**src/rtl/twb_pkg.sv**
```systemverilog
package twb_pkg;
  typedef enum logic [2:0] {
    ST_IDLE,    // no transaction
    ST_RX,      // shifting in a byte (address or data)
    ST_RX_ACK,  // driving acknowledge for a received byte
    ST_TX,      // shifting out a byte
    ST_TX_ACK,  // sampling the master's ACK/NACK
    ST_TURN,    // repeated start flipped us to transmit
    ST_DONE,    // read ended by NACK, waiting for start/stop
    ST_WAIT     // not addressed, silent until stop
  } twb_state_e;
endpackage

```
**src/rtl/twb_line_sync.sv**
```systemverilog
module twb_line_sync #(
  parameter int STAGES = 2
) (
  input  logic clk,
  input  logic rst,
  input  logic scl_i,
  input  logic sda_i,
  output logic scl_s,
  output logic sda_s,
  output logic scl_rise,
  output logic scl_fall,
  output logic start_det,
  output logic stop_det
);
  logic [STAGES-1:0] scl_pipe, sda_pipe;
  logic scl_prev, sda_prev;

  always_ff @(posedge clk) begin
    if (rst) begin
      scl_pipe <= '1;
      sda_pipe <= '1;
      scl_prev <= 1'b1;
      sda_prev <= 1'b1;
    end else begin
      scl_pipe <= {scl_pipe[STAGES-2:0], scl_i};
      sda_pipe <= {sda_pipe[STAGES-2:0], sda_i};
      scl_prev <= scl_pipe[STAGES-1];
      sda_prev <= sda_pipe[STAGES-1];
    end
  end

  assign scl_s     = scl_pipe[STAGES-1];
  assign sda_s     = sda_pipe[STAGES-1];
  assign scl_rise  = scl_s & ~scl_prev;
  assign scl_fall  = ~scl_s & scl_prev;
  assign start_det = scl_s & scl_prev & sda_prev & ~sda_s;
  assign stop_det  = scl_s & scl_prev & ~sda_prev & sda_s;
endmodule

```
**src/rtl/twb_shift.sv**
```systemverilog
module twb_shift #(
  parameter int W = 8
) (
  input  logic         clk,
  input  logic         rst,
  input  logic         load,
  input  logic [W-1:0] load_val,
  input  logic         shift,
  input  logic         ser_in,
  output logic [W-1:0] q
);
  always_ff @(posedge clk) begin
    if (rst)        q <= '0;
    else if (load)  q <= load_val;
    else if (shift) q <= {q[W-2:0], ser_in};
  end
endmodule

```
**src/rtl/twb_slave.sv**
```systemverilog
module twb_slave
  import twb_pkg::*;
#(
  parameter int                DATA_W      = 8,
  parameter logic [DATA_W-2:0] DEV_ADDR    = 7'h52,
  parameter int                SYNC_STAGES = 2
) (
  input  logic              clk,
  input  logic              rst,
  input  logic              scl_i,
  input  logic              sda_i,
  output logic              sda_oe,
  output logic              wr_valid,
  output logic [DATA_W-1:0] wr_data,
  output logic              rd_req,
  input  logic              rd_load,
  input  logic [DATA_W-1:0] rd_data
);
  localparam int CNT_W = $clog2(DATA_W);
  localparam logic [CNT_W-1:0] LAST = CNT_W'(DATA_W - 1);

  logic scl_s, sda_s, scl_rise, scl_fall, start_det, stop_det;

  twb_line_sync #(.STAGES(SYNC_STAGES)) u_sync (
    .clk(clk), .rst(rst), .scl_i(scl_i), .sda_i(sda_i),
    .scl_s(scl_s), .sda_s(sda_s), .scl_rise(scl_rise), .scl_fall(scl_fall),
    .start_det(start_det), .stop_det(stop_det)
  );

  twb_state_e        st;
  logic [CNT_W-1:0]  bit_cnt;
  logic              full, is_addr, sel, rdir, more;
  logic [DATA_W-1:0] tx_buf, sh_q;
  logic              sh_load, sh_shift, sh_in;

  // shifter control: receive on SCL rise, transmit on SCL fall
  always_comb begin
    sh_load  = 1'b0;
    sh_shift = 1'b0;
    sh_in    = 1'b0;
    if (!start_det && !stop_det) begin
      if (scl_fall && ((st == ST_RX_ACK && rdir) || (st == ST_TX_ACK && more) || st == ST_TURN))
        sh_load = 1'b1;
      else if (scl_rise && st == ST_RX && !full) begin
        sh_shift = 1'b1;
        sh_in    = sda_s;
      end else if (scl_fall && st == ST_TX && bit_cnt != LAST)
        sh_shift = 1'b1;
    end
  end

  twb_shift #(.W(DATA_W)) u_shift (
    .clk(clk), .rst(rst), .load(sh_load), .load_val(tx_buf),
    .shift(sh_shift), .ser_in(sh_in), .q(sh_q)
  );

  always_ff @(posedge clk) begin
    if (rst) tx_buf <= '1;
    else if (rd_load) tx_buf <= rd_data;
  end

  always_ff @(posedge clk) begin
    if (rst) begin
      st       <= ST_IDLE;
      bit_cnt  <= '0;
      full     <= 1'b0;
      is_addr  <= 1'b0;
      sel      <= 1'b0;
      rdir     <= 1'b0;
      more     <= 1'b0;
      sda_oe   <= 1'b0;
      wr_valid <= 1'b0;
      wr_data  <= '0;
      rd_req   <= 1'b0;
    end else begin
      wr_valid <= 1'b0;
      rd_req   <= 1'b0;
      if (stop_det) begin
        st     <= ST_IDLE;
        sel    <= 1'b0;
        sda_oe <= 1'b0;
      end else if (start_det) begin
        sda_oe  <= 1'b0;
        bit_cnt <= '0;
        full    <= 1'b0;
        if (st == ST_WAIT) begin
          st <= ST_WAIT;
        end else if (sel && !rdir) begin
          rdir   <= 1'b1;        // turnaround: now transmit
          rd_req <= 1'b1;
          st     <= ST_TURN;
        end else if (sel) begin
          rdir    <= 1'b0;       // turnaround: back to receive
          is_addr <= 1'b0;
          st      <= ST_RX;
        end else begin
          is_addr <= 1'b1;
          st      <= ST_RX;
        end
      end else begin
        case (st)
          ST_RX: begin
            if (scl_rise && !full) begin
              bit_cnt <= bit_cnt + 1'b1;
              if (bit_cnt == LAST) full <= 1'b1;
            end else if (scl_fall && full) begin
              full    <= 1'b0;
              bit_cnt <= '0;
              if (is_addr) begin
                if (sh_q[DATA_W-1:1] == DEV_ADDR) begin
                  sel    <= 1'b1;
                  rdir   <= sh_q[0];
                  sda_oe <= 1'b1;
                  st     <= ST_RX_ACK;
                end else begin
                  st <= ST_WAIT;
                end
              end else begin
                wr_valid <= 1'b1;
                wr_data  <= sh_q;
                sda_oe   <= 1'b1;
                st       <= ST_RX_ACK;
              end
            end
          end
          ST_RX_ACK: begin
            if (scl_rise && rdir) begin
              rd_req <= 1'b1;
            end else if (scl_fall) begin
              is_addr <= 1'b0;
              bit_cnt <= '0;
              if (rdir) begin
                sda_oe <= ~tx_buf[DATA_W-1];
                st     <= ST_TX;
              end else begin
                sda_oe <= 1'b0;
                st     <= ST_RX;
              end
            end
          end
          ST_TX: begin
            if (scl_fall) begin
              if (bit_cnt == LAST) begin
                sda_oe <= 1'b0;
                st     <= ST_TX_ACK;
              end else begin
                bit_cnt <= bit_cnt + 1'b1;
                sda_oe  <= ~sh_q[DATA_W-2];
              end
            end
          end
          ST_TX_ACK: begin
            if (scl_rise) begin
              more <= ~sda_s;
              if (!sda_s) rd_req <= 1'b1;
            end else if (scl_fall) begin
              bit_cnt <= '0;
              if (more) begin
                sda_oe <= ~tx_buf[DATA_W-1];
                st     <= ST_TX;
              end else begin
                st <= ST_DONE;
              end
            end
          end
          ST_TURN: begin
            if (scl_fall) begin
              bit_cnt <= '0;
              sda_oe  <= ~tx_buf[DATA_W-1];
              st      <= ST_TX;
            end
          end
          default: ;
        endcase
      end
    end
  end

  // a stop always leaves SDA released
  p_stop_release_r1: assert property (@(posedge clk) disable iff (rst)
    stop_det |=> !sda_oe);

  // an unaddressed slave never drives the bus
  p_wait_quiet_r3: assert property (@(posedge clk) disable iff (rst)
    (st == ST_WAIT) |-> !sda_oe);

  // a delivered byte is acknowledged in the same cycle
  p_ack_with_data_r4: assert property (@(posedge clk) disable iff (rst)
    wr_valid |-> sda_oe);

  // SDA drive changes only while SCL is low, start/stop aside
  p_scl_low_change_r5: assert property (@(posedge clk) disable iff (rst)
    ((sda_oe != $past(sda_oe)) && !$past(start_det) && !$past(stop_det)) |-> !$past(scl_s));

  // after a NACK the slave stays released
  p_nack_release_r6: assert property (@(posedge clk) disable iff (rst)
    (st == ST_DONE) |-> !sda_oe);

  // turnaround start asks the host for data next cycle
  p_turn_req_r7: assert property (@(posedge clk) disable iff (rst)
    (start_det && !stop_det && sel && !rdir && st != ST_WAIT) |=> rd_req);
endmodule

```
**config.mk**
```make
export PLATFORM = sky130hd
export DESIGN_NAME = twb_slave
export DESIGN_NICKNAME = d
export VERILOG_FILES = /design/src/rtl/twb_pkg.sv /design/src/rtl/twb_line_sync.sv /design/src/rtl/twb_shift.sv /design/src/rtl/twb_slave.sv
export SDC_FILE = /design/constraint.sdc
export NUM_CORES = 1
export LEC_CHECK = 0
export ABC_AREA = 1
export BUFFER_PORTS_ARGS = -buffer_cell sky130_fd_sc_hd__buf_4
export CAP_MARGIN = 30
export CELL_PAD_IN_SITES_DETAIL_PLACEMENT = 1
export CELL_PAD_IN_SITES_GLOBAL_PLACEMENT = 2
export CORE_ASPECT_RATIO = 0.6
export CORE_MARGIN = 5
export CORE_UTILIZATION = 34
export DETAILED_ROUTE_END_ITERATION = 6
export MAX_ROUTING_LAYER = met4
export PLACE_DENSITY = 0.84
export SKIP_LAST_GASP = 1
export SLEW_MARGIN = 20
export SYNTH_ARGS = -nofsm -noshare
export SYNTH_HDL_FRONTEND = slang
export SYNTH_SLANG_ARGS = --single-unit
```
**constraint.sdc**
```tcl
create_clock -name clk -period 2.75 [get_ports clk]
set_clock_uncertainty 0.15 [all_clocks]
set_input_delay 0.275 -clock clk [delete_from_list [all_inputs] [get_ports clk]]
set_output_delay 0.275 -clock clk [all_outputs]
set_load 0.03 [all_outputs]
```
==> qor.txt, run 1 <==
Outcome: complete, no violations
Final Util: 0.4126
Worst setup margin: 0.8184 ns
Die width: 112.9 µm
Multi-input gate area: 1086 µm²
Layout cell share with drive strength beyond 1: 0.1361
CTS H-tree lvls: 2
Final min period: 1.932 ns
Worst-Skew Late Latency: 0.30 ns
Clk root buf: clkbuf_8
Power per cell area: 786.7 nW/µm²
Pleak: 1.241 nW
Initial Util: 0.3518
First-pass GRT wire length: 10140 µm
Sink Count: 44
Max Root-Sink Buffers: 2
Antenna Cells: 0
Crit end category: flip-flop
RSZ-0062 raised after global routing: no
Initial DRC count: 127
Routed wire length: 6172 µm
Hold path depth: 2
Die height: 71.74 µm
I/O Pins: 24
Final setup fails: 0
CP max FO: 11
Vias in the first global route: 1990
CTS tree: yes
DR pass1 iterations: 4
Clock transition at path regs: 0.08 ns
Critical path arrival: 2.02 ns
Drc violations: 0
Required time of the worst setup path: 2.84 ns
Post-Syn Area: 2160 µm²
Vias per cell: 4.743
Die area: 8098 µm²
Yosys cell types: 23
Core area: 6138 µm²
Count of standard-cell rows: 22
Final net count: 374
Routed via count: 2106
# hold bufs at CTS: 0
Fin Setup TNS: 0 ns
Synth Net Count: 351
Routability cong.: 0.8526
Hold WC Path Type: input port to flip-flop
Final Max Slew Viols: 0
Wire length per cell: 13.90 µm
Mapped Cells: 336
Area grow syn2layout: 17.27%
Inserted Clock Buffers: 5
Worst slew pin tran: 0.6276 ns
Seq/Total Area, Yosys: 0.4079
Final Cycle Share: 0.7024
Critical path launch point type: flip-flop
WS Path Type: flip-flop to flip-flop
Reg area: 880.8 µm²
Post-Place Worst Slack: 0.8693 ns
Synthesis-stage register bit count: 44
Initial antenna violation count: 0
Total power: 1.992 mW
Max Clk Rate: 517.7 MHz
Syn_area_per_cell: 6.427 µm²
Detailed Place HPWL: 4745 µm
Post-cts sizing count: 0
Port Buffers: 23
Maxcap violations: 0
Slew headroom: 0.5811
Routed Antenna Nets: 0
Gr ovfl total: 0
Post-CTS Setup Bufs: 0
Peak VDD IR: 0.2322 mV
R2R depth: 9
GRT Overall Usage: 0.1606
Filler Cell Count: 836
Yosys Warn Count: 0
Largest net degree at the start of global routing: 23
Final hold vios: 0
[registers in the layout (all words and copies together), names as in the netlist, 2 cells and up]
| signal | count |
|---|---|
| bit_cnt | 3 |
| st | 3 |
| wr_data | 8 |
| u_sync.scl_pipe | 2 |
| tx_buf | 8 |
| u_shift.q | 8 |
| u_sync.sda_pipe | 2 |
[placed cells by master, fill, tap and decap left out, drive strengths merged, types with 3 or more instances in the layout]
master / synthesis / layout
nand4: 4 / 4
buf: 5 / 24
nand2: 93 / 93
dfxtp: 44 / 44
nor2: 62 / 62
nand3: 19 / 19
or2: 4 / 4
a21oi: 20 / 20
clkbuf: 3 / 7
nor3: 3 / 3
o21ai: 32 / 32
inv: 41 / 41
[final timing paths]
check	startpoint	to	slack, ns
worst min-delay path	scl_i	u_sync.scl_pipe[0]	0.008
worst max-delay path	u_sync.sda_pipe[1]	bit_cnt[2]	0.82
worst max register to register	u_sync.sda_pipe[1]	bit_cnt[2]	0.82
worst min register to register	u_sync.sda_pipe[0]	u_sync.sda_pipe[1]	0.26
[area by class of cell]
cell class              instances  share of cell area
multi-input cells             243              0.4289
flip-flops and latches         44              0.3478
repair buffers                 24             0.07115
inverters                      41             0.06077
well taps                      84             0.04150
clock buffers                   7             0.03804
clock inverters                 1             0.01186
[routing by layer]
layer,wire (µm),GRT usage
met4,27,0.02800
met3,231,0.03122
met2,2358,0.2178
met5,0,-
met1,3554,0.2444
[cell usage after synthesis, drive strengths merged]
| cell | count | area [µm²] |
|---|---|---|
| o21ai | 32 | 160.2 |
| nand4 | 4 | 25.02 |
| clkbuf | 3 | 11.26 |
| nor3 | 3 | 15.01 |
| inv | 41 | 153.9 |
| nor2 | 62 | 247.7 |
| o22ai | 1 | 6.260 |
| nand3 | 19 | 100.1 |
| a21oi | 20 | 100.1 |
| o211ai | 1 | 7.510 |
| nand2 | 93 | 359.1 |
| or2 | 4 | 25.02 |
| dfxtp | 44 | 880.8 |
| nand3b | 1 | 7.510 |
| buf | 5 | 27.53 |
| o21bai | 1 | 7.510 |
| ha | 2 | 25.02 |
[stage by stage]
stage / hold WS, ns / instances / instance area (µm²)
floorplan: 0.2288 / 336 / 2160
global placement: 0.2444 / 436 / 2406
detailed placement: 0.2448 / 436 / 2406
CTS: 0.004236 / 444 / 2532
global route: 0.0003260 / 444 / 2532
finish: 0.008422 / 444 / 2532
[power breakdown]
| group | total, mW | internal, mW | switching [mW] |
|---|---|---|---|
| clock | 0.544 | 0.321 | 0.223 |
| sequential | 0.760 | 0.701 | 0.0588 |
| combinational | 0.689 | 0.227 | 0.461 |
| total | 1.99 | 1.25 | 0.743 |
[worst max-delay path, cell delays in order (launching register included)]
cell     delay [ns]
dfxtp_1        0.33
inv_1          0.13
nand4_1        0.43
nand3_1        0.27
nand2_1        0.10
nor2_1         0.12
nand2_2        0.12
nand2_1        0.08
nand2_1        0.05
nor2_1         0.09
[cell families (layout without fill, tap and decap cells)]
kind of cell,Yosys count,after routing,share of synthesized area
AO/OA/AOI/OAI,55,55,0.1304
adder cells (fa/ha/maj),2,2,0.01159
buffers and inverters,49,73,0.08922
flip-flops,44,44,0.4079
AND/OR/NAND/NOR,186,186,0.3609
Note: power is estimated with default switching activity, not from simulation.
==> run 2, diff against run 1 <==
- ABC_AREA: 1 -> 0
- CORE_UTILIZATION: 34 -> 35
- PLACE_DENSITY: 0.84 -> 0.77
- clock period: 2.75 -> 2 ns (I/O delays scaled with it)
==> qor.txt, run 2 <==
Worst setup margin: 0.07075 ns
Comb power frac: 0.088
First-pass GRT wire length: 10090 µm
Synth top area share: 0.4100
Largest regs: tx_buf: 8 flops, u_shift.q: 8 flops, wr_data: 8 flops
Worst-Skew Late Latency: 0.29 ns
WS Path Type: flip-flop to flip-flop
DR pass1 iterations: 4
Detailed Place HPWL: 4392 µm
Max Clk Rate: 518.3 MHz
CP max FO: 3
Met1 usage: 0.2422
Die width: 111.1 µm
Routed via count: 1960
Vias per cell: 5.104
Post-Syn Area: 2148 µm²
I/O Pins: 24
Cells along the critical path: or4b_4 -> or2_1 -> o31ai_2 -> mux2i_1 -> nor2_1
Wire length per cell: 16.33 µm
Crit end category: flip-flop
Primary FF master, synth: dfxtp_1
Commonest cells post-synth: dfxtp_1, nor2_1, nand2_1, o21ai_0
CTS tree: yes
Port Buffers: 23
Yosys Warn Count: 0
Required time of the worst setup path: 2.03 ns
Synthesis-stage register bit count: 44
Die height: 70.69 µm
Met2 Use GR: 0.2298
Final Max Slew Viols: 0
Fin Setup TNS: 0 ns
Peak VDD IR: 0.2804 mV
GRT busiest layer: met1
Power per cell area: 586.9 nW/µm²
Sink Count: 44
Seq/Total Area, Yosys: 0.4100
Post-Place Worst Slack: -0.1391 ns
Hold WC Path Type: input port to flip-flop
Syn_area_per_cell: 8.989 µm²
Routed Antenna Nets: 0
Pleak: 1.162 nW
Total power: 1.730 mW
Routed wire length: 6271 µm
Count of standard-cell rows: 22
Commonest non-fill, non-tap cell in the layout: buf_4
Maxcap violations: 0
Critical path arrival: 1.96 ns
Top cells by area, synth: dfxtp_1, mux2i_1, nor2_1
Multi-input gate area: 1240 µm²
Slowest CP cell: or4b_4
Initial DRC count: 89
Max Root-Sink Buffers: 2
Slew headroom: 0.7123
Synth Net Count: 254
Filler Cell Count: 713
Area grow syn2layout: 37.22%
Core area: 6028 µm²
Outcome: complete, no violations
Post-synth EDFFs: 0
Initial Util: 0.3564
Int Power: 1.345 mW
Drc violations: 0
Layout cell share with drive strength beyond 1: 0.3267
Most common cell in the synthesized netlist: dfxtp_1
Sw Share: 0.2228
Reg2Reg Setup Slack: 0.07 ns
Net Sw Power: 0.3854 mW
Antenna Cells: 0
Routability cong.: 0.8364
Initial antenna violation count: 0
Final hold slack: 0.09535 ns
Critical path launch point type: flip-flop
Die area: 7856 µm²
Final setup fails: 0
Final hold vios: 0
Clock transition at path regs: 0.08 ns
Clk root buf: clkbuf_8
Final Cycle Share: 0.9646
Reg area: 893.4 µm²
Mapped Cells: 239
GRT Overall Usage: 0.1641
Vias in the first global route: 1976
Area leader, netlist: dfxtp_1
Clock share of power: 0.386
Post-route cell area: 2948 µm²
Ys async rst share: 0
Final net count: 314
Final min period: 1.929 ns
RSZ-0062 raised after global routing: yes
Yosys cell types: 54
Grt met3 use: 0.03846
Reg power frac: 0.526
Worst slew pin tran: 0.4316 ns
Gr ovfl total: 0
Largest net degree at the start of global routing: 40
CTS H-tree lvls: 2
Max incr delay on CP: 0.55 ns
Inserted Clock Buffers: 5
Most frequent cells in the layout: buf_4, dfxtp_1, nor2_1
Placed cell areas: 2561 µm²
## run 2: cell types whose count changed in the layout (fill, tap and decap cells not counted), moves of 8 or more
cell and change:
nand3_1 -15, a21oi_1 -10, mux2i_1 +11, nor2b_1 +11, inv_1 -34, nor2_1 -31, nand2_1 -76, nand2b_1 +10
o21ai_0 -21, buf_4 +34, dlygate4sd3_1 +10, a211o_1 +8
## run 2: metrics by stage
step | util | std cells
6_report | 0.4890 | 384
5_1_grt | 0.4890 | 384
4_1_cts | 0.4763 | 380
3_5_place_dp | 0.4249 | 356
3_3_place_gp | 0.4249 | 356
2_1_floorplan | - | 239
## run 2: path summary, 6_finish.rpt
check                                          end          startpoint  depth (start not counted)
worst max-delay path                          rdir        u_shift.q[3]                          5
worst max register to register                rdir        u_shift.q[3]                          5
worst min register to register  u_sync.scl_pipe[1]  u_sync.scl_pipe[0]                          1
worst min-delay path                     tx_buf[1]             rd_load                          2
## run 2: routing by layer
| layer | vias to the layer above | part of all wire |
|---|---|---|
| li1 | 989 | - |
| met1 | 932 | 0.54 |
| met2 | 37 | 0.42 |
| met3 | 2 | 0.045 |
| met4 | 0 | 0.0022 |
| met5 | - | 0 |
## run 2: worst max-delay path, delay by kind of cell (launching register included)
family | cells | cell delay [ns]
muxes | 1 | 0.22
AOI/OAI and AO/OA | 1 | 0.26
DFF | 1 | 0.32
and+or+nand+nor | 3 | 0.87
## run 2: repair_timing
item / in CTS / in global routing
pin swaps: 5 / 3
endpoints found under the setup margin: 7 / 16
hold buffers: 10 / 0
hold endpoints to repair: 10 / 0
setup buffers: 6 / 6
gates resized for setup: 15 / 8
## run 2: logic make-up (layout without fill, tap and decap cells)
kind of cell / count (synthesis) / in the layout / synth area share
and+or+nand+nor: 94 / 94 / 0.2499
AOI/OAI and AO/OA: 66 / 66 / 0.2260
DFF: 44 / 44 / 0.4100
buffers and inverters: 21 / 82 / 0.04601
muxes: 12 / 12 / 0.05650
adders and majority gates: 2 / 2 / 0.01165
## run 2: final cells by class
type | count | share of cell area
clock buffer | 6 | 0.02462
multi-input combinational | 174 | 0.4206
inverter | 3 | 0.003820
timing repair buffer | 71 | 0.2003
clock inverter | 2 | 0.01188
tap | 84 | 0.03565
sequential | 44 | 0.3031
## run 2: power by group through the flow
stage          clock network [mW]  logic, mW  registers (mW)
4_1_cts                     0.692      0.147           0.912
3_3_place_gp                    0      0.130           0.931
3_5_place_dp                    0      0.131           0.932
5_1_grt                     0.734      0.165           0.913
2_1_floorplan                   0     0.0803           0.925
6_report                    0.667      0.153           0.910
